File: src/rtl/ecct_pkg.sv
package ecct_pkg;
  typedef struct packed {
    logic rise;
    logic fall;
  } edge_ev_t;

  localparam int NUM_LINES = 2;
  localparam int LINE_TRIG = 0;
  localparam int LINE_CAP2 = 1;
endpackage

File: src/rtl/ecct_edge_sync.sv
module ecct_edge_sync #(
  parameter int SYNC_STAGES = 2
) (
  input  logic               clk,
  input  logic               rst,
  input  logic               din,
  output ecct_pkg::edge_ev_t ev
);
  // stages [0..SYNC_STAGES-1] synchronize, the last one holds the prior sample
  logic [SYNC_STAGES:0] sh;

  always_ff @(posedge clk) begin
    if (rst) sh <= '0;
    else     sh <= {sh[SYNC_STAGES-1:0], din};
  end

  always_comb begin
    ev.rise = sh[SYNC_STAGES-1] & ~sh[SYNC_STAGES];
    ev.fall = ~sh[SYNC_STAGES-1] & sh[SYNC_STAGES];
  end
endmodule

File: src/rtl/ecct_capture.sv
module ecct_capture #(
  parameter int CNT_W = 16
) (
  input  logic             clk,
  input  logic             rst,
  input  logic [CNT_W-1:0] count,
  input  logic             clr_ev,
  input  logic             opp_ev,
  input  logic             cap2_ev,
  input  logic             rev_cap_en,
  output logic [CNT_W-1:0] cap_val,
  output logic             cap_irq
);
  logic take_irq_cap;
  logic take_quiet_cap;

  always_comb begin
    take_irq_cap   = cap2_ev | (clr_ev & ~rev_cap_en);
    take_quiet_cap = opp_ev & rev_cap_en;
  end

  always_ff @(posedge clk) begin
    if (rst) begin
      cap_val <= '0;
      cap_irq <= 1'b0;
    end else begin
      cap_irq <= take_irq_cap;
      if (take_irq_cap || take_quiet_cap) cap_val <= count;
    end
  end
endmodule

File: src/rtl/edge_clear_capture_timer.sv
module edge_clear_capture_timer #(
  parameter int CNT_W       = 16,
  parameter int SYNC_STAGES = 2
) (
  input  logic             clk,
  input  logic             rst,
  input  logic             cnt_en,
  input  logic             trig_in,
  input  logic             cap2_in,
  input  logic             trig_pol,
  input  logic             rev_cap_en,
  input  logic [CNT_W-1:0] cmp_val,
  output logic [CNT_W-1:0] count,
  output logic [CNT_W-1:0] cap_val,
  output logic             cap_irq,
  output logic             cmp_irq,
  output logic             tout
);
  import ecct_pkg::*;

  localparam logic [CNT_W-1:0] CNT_ONE = {{(CNT_W-1){1'b0}}, 1'b1};

  logic [NUM_LINES-1:0] raw_lines;
  edge_ev_t             line_ev [NUM_LINES];

  assign raw_lines[LINE_TRIG] = trig_in;
  assign raw_lines[LINE_CAP2] = cap2_in;

  for (genvar g = 0; g < NUM_LINES; g++) begin : g_line
    ecct_edge_sync #(.SYNC_STAGES(SYNC_STAGES)) sync_i (
      .clk (clk),
      .rst (rst),
      .din (raw_lines[g]),
      .ev  (line_ev[g])
    );
  end

  logic clr_ev, opp_ev, cap2_ev, match_ev;

  always_comb begin
    clr_ev   = trig_pol ? line_ev[LINE_TRIG].fall : line_ev[LINE_TRIG].rise;
    opp_ev   = trig_pol ? line_ev[LINE_TRIG].rise : line_ev[LINE_TRIG].fall;
    cap2_ev  = line_ev[LINE_CAP2].rise;
    match_ev = cnt_en && (count == cmp_val);
  end

  always_ff @(posedge clk) begin
    if (rst) begin
      count   <= '0;
      tout    <= 1'b0;
      cmp_irq <= 1'b0;
    end else begin
      if (clr_ev)      count <= '0;
      else if (cnt_en) count <= count + CNT_ONE;
      cmp_irq <= match_ev;
      tout    <= tout ^ (clr_ev | match_ev);
    end
  end

  ecct_capture #(.CNT_W(CNT_W)) cap_i (
    .clk        (clk),
    .rst        (rst),
    .count      (count),
    .clr_ev     (clr_ev),
    .opp_ev     (opp_ev),
    .cap2_ev    (cap2_ev),
    .rev_cap_en (rev_cap_en),
    .cap_val    (cap_val),
    .cap_irq    (cap_irq)
  );
endmodule

File: config.mk
export PLATFORM = sky130hd
export DESIGN_NAME = edge_clear_capture_timer
export DESIGN_NICKNAME = d
export VERILOG_FILES = /design/src/rtl/ecct_pkg.sv /design/src/rtl/ecct_edge_sync.sv /design/src/rtl/ecct_capture.sv /design/src/rtl/edge_clear_capture_timer.sv
export SDC_FILE = /design/constraint.sdc
export NUM_CORES = 1
export LEC_CHECK = 0
export BUFFER_PORTS_ARGS = -buffer_cell sky130_fd_sc_hd__buf_2
export CORE_ASPECT_RATIO = 1.75
export CORE_UTILIZATION = 50
export CTS_CLUSTER_DIAMETER = 60
export DETAILED_ROUTE_END_ITERATION = 16
export GPL_ROUTABILITY_DRIVEN = 0
export PLACE_DENSITY_LB_ADDON = 0.15
export SETUP_SLACK_MARGIN = 0.05
export SYNTH_ARGS = -nofsm -noshare
export SYNTH_HDL_FRONTEND = slang
export SYNTH_SLANG_ARGS = --single-unit
File: constraint.sdc
create_clock -name clk -period 2 [get_ports clk]
set_clock_uncertainty 0.05 [all_clocks]
set_input_delay 0.5 -clock clk [delete_from_list [all_inputs] [get_ports clk]]
set_output_delay 0.5 -clock clk [all_outputs]
set_load 0.01 [all_outputs]
==> results_dict.tcl <==
set metrics [dict create \
    synth_top_family_by_area "simple AND/OR/NAND/NOR gates" \
    crit_path_start_kind "register" \
    fin_crit_sh 0.869 \
    whs_endpoint "g_line[0].sync_i.sh[0]$_SDFF_PP0_" \
    initial_core_util 0.529 \
    p_leak_nw 1.06 \
    synth_fa_ha_area_frac 0.00695 \
    dp_cells 289 \
    cts_made_buffers 5 \
    final_antenna_net_count 0 \
    setup_violations 0 \
    drtIter0Drc 21 \
    layout-drive-gt1-share 0.317 \
    synth_top_area_frac 0.456 \
    p_per_area_nw_per_um2 740 \
    post_cts_buffers 0 \
    ir_worst_vdd_mv 0.676 \
    die_h_um 81.4 \
    cts_tree "built" \
    io_buffer_count 57 \
    critPathCaptureType "register" \
    maxSlewHeadroom 0.767 \
    min_from "trig_in" \
    rr_endpoint "count[14]$_SDFFE_PP0P_" \
    grt_max_degree 24 \
    rr_startpoint "count[0]$_SDFFE_PP0P_" \
    cts.repair.resized 0 \
    critPathRequiredTime_ps 2130 \
    cts.sinks 41 \
    synth_cell_types 33 \
    globalRouteOverflowTotal 0 \
    syn_to_final_growth_pct 26.1 \
    reg2reg_depth 5 \
    synth-simple-area-share 0.222 \
    vias 1469 \
    hpwl_mm 2.70 \
    fin_tns_setup_ps 0 \
    clockBufferDepth 2 \
    die-area_um2 3850 \
    clockRootBuffer "clkbuf_8" \
    route.detailed.drc 0 \
    n_antenna_cell 0 \
    slew_violations 0 \
    cp_max_fo 8 \
    power_mw 1.68 \
    antenna_found_initial 0 \
    final_net_count 275 \
    grt_usage 0.212 \
    path_class "register to register" \
    dpl_cell_area_um2 2150 \
    io_pins 58 \
    cts_hold_buf 0 \
    viasPerCell 4.95 \
    arrival_ps 1860 \
    worstHoldPathType "input pin to register" \
    fin_area_um2 2270 \
    worstMarginPinSlew_ps 349 \
    synth_warnings 0 \
    synthMuxAreaShare 0.112 \
    syn_nets 213 \
    wirelength_mm 3.55 \
    synth_compound_area_frac 0.0223 \
    layout.cells.non_filler 297 \
    grt_pass1_wl_mm 5.80 \
    first_global_vias 1267 \
    synth_area_leaders "dfxtp_1 (46%), xnor2_1 (12%), mux2i_1 (11%)" \
    finalHoldViolations 0 \
    netlist_area_um2 1800 \
    hold_path_depth 2 \
    yosys.area.top_type "dfxtp_1" \
    core_um2 3400 \
    num_rows 28 \
    dr.pass1.iters 4 \
    status "finished, final reports clean" \
    die_x_um 47.3 \
    fillers 297 \
    ys_ff_latch 41 \
    synth.avg_cell_area_um2 9.52 \
    maxCapViolCount 0 \
    grt_setup_unrepaired "false" \
    synthXorXnorAreaFrac 0.141 \
    clkSlewWorstSetupHoldPaths_ps 80 \
    final_util 0.668 \
    clock_latency_ps 290 \
    period_needed_ps 1740 \
    h-tree-depth 2 \
    synthCells 189 \
    max_freq_mhz 575 \
    rrSetupSlack_ps 260 \
    wire_per_inst_um 11.9 \
    ys_seq_area_frac 0.456 \
]
-- final cells by class --
| class | instances | area (µm²) | area share |
|---|---|---|---|
| Inverter | 5 | 18.8 | 0.00827 |
| Timing Repair Buffer | 65 | 345 | 0.152 |
| Clock buffer | 6 | 82.6 | 0.0364 |
| Sequential cell | 41 | 821 | 0.362 |
| Tap cell | 45 | 56.3 | 0.0248 |
| Multi-Input combinational cell | 133 | 907 | 0.400 |
| Clock inverter | 2 | 37.5 | 0.0165 |
-- worst max-delay path: stages (launching register included) --
cell and delay (ps):
dfxtp_1 530, ha_1 280, nand3_1 250, nor3_1 320
xnor2_1 150, nor2_1 50
-- per-layer routing --
metal  part of all wire  global-route usage  wire [µm]  vias to the layer above
met3              0.043              0.0489        153                        7
met5                  0                   0          0                        -
li1                   -                   -          -                      744
met2               0.52               0.359       1860                       43
met4              0.023              0.0857         80                        0
met1               0.41               0.244       1460                      675
-- flip-flops by register name, indices dropped and copies added (netlist names) --
signal	count
count	16
cap_i.cap_val	16
cmp_irq	1
tout	1
g_line.sync_i.sh	6
cap_i.cap_irq	1
-- worst max-delay path by stage --
stage | depth (start not counted) | startpoint | endpoint
floorplan | 7 | trig_pol | cap_i.cap_val[1]$_SDFFE_PP0P_
global route | 5 | count[0]$_SDFFE_PP0P_ | count[14]$_SDFFE_PP0P_
detailed placement | 7 | trig_pol | cap_i.cap_val[8]$_SDFFE_PP0P_
finish | 5 | count[0]$_SDFFE_PP0P_ | count[14]$_SDFFE_PP0P_
global placement | 7 | trig_pol | cap_i.cap_val[8]$_SDFFE_PP0P_
CTS | 5 | count[0]$_SDFFE_PP0P_ | count[14]$_SDFFE_PP0P_
-- cell usage after synthesis (all sizes together) --
cell type	number
a21oi	4
and2	1
and4	1
buf	6
clkbuf	4
dfxtp	41
ha	1
inv	5
mux2	1
mux2i	19
nand2	5
nand2b	2
nand3	6
nand4	6
nor2	31
nor2b	8
nor3	6
nor3b	1
nor4	2
o21ai	4
or2	1
or3	4
or4	1
xnor2	25
xor2	4
-- cells in the final DEF (no fill, tap or decap) --
master / synthesis / final
nand4_1: 5 / 5
nand3_1: 5 / 5
nor2_2: 1 / 1
xor2_1: 4 / 4
nor4_1: 1 / 1
or3_2: 1 / 1
dfxtp_1: 41 / 41
clkbuf_8: 0 / 6
nor2b_1: 8 / 8
buf_2: 3 / 57
and2_1: 1 / 1
inv_1: 5 / 5
a21oi_1: 4 / 4
o21ai_0: 4 / 4
nand2b_1: 2 / 2
nor2_1: 30 / 30
mux2i_1: 19 / 19
nor4_4: 1 / 1
and4_1: 1 / 1
or4_1: 1 / 1
or3_1: 3 / 3
nor3_1: 6 / 6
nand2_1: 5 / 5
nor3b_1: 1 / 1
mux2_2: 1 / 1
buf_4: 1 / 8
nand4_2: 1 / 1
nand3_2: 1 / 1
clkinvlp_4: 0 / 1
ha_1: 1 / 1
or2_2: 1 / 1
bufinv_16: 0 / 1
xnor2_1: 25 / 25
-- power by group --
group          internal [mW]  switching, mW  total [mW]
clock network          0.405          0.279       0.684
logic                 0.0751         0.0722       0.147
registers              0.831         0.0165       0.848
total                   1.31          0.367        1.68
-- cells by family (layout without fill, tap and decap cells) --
family                     count (synthesis)  count (layout)
AOI/OAI and AO/OA                          8               8
xor gates and xnor gates                  29              29
adders and majority gates                  1               1
buffers and inverters                     15              78
DFF                                       41              41
muxes                                     20              20
and+or+nand+nor                           75              75
-- per-stage QoR --
| step | hold WS, ps | worst slack (ps) |
|---|---|---|
| 4_1_cts | 356 | 248 |
| 2_1_floorplan | 364 | 228 |
| 6_report | 365 | 262 |
| 3_5_place_dp | 374 | 146 |
| 5_1_grt | 378 | 136 |
| 3_3_place_gp | 367 | 201 |
(Power assumes the default switching activity.)
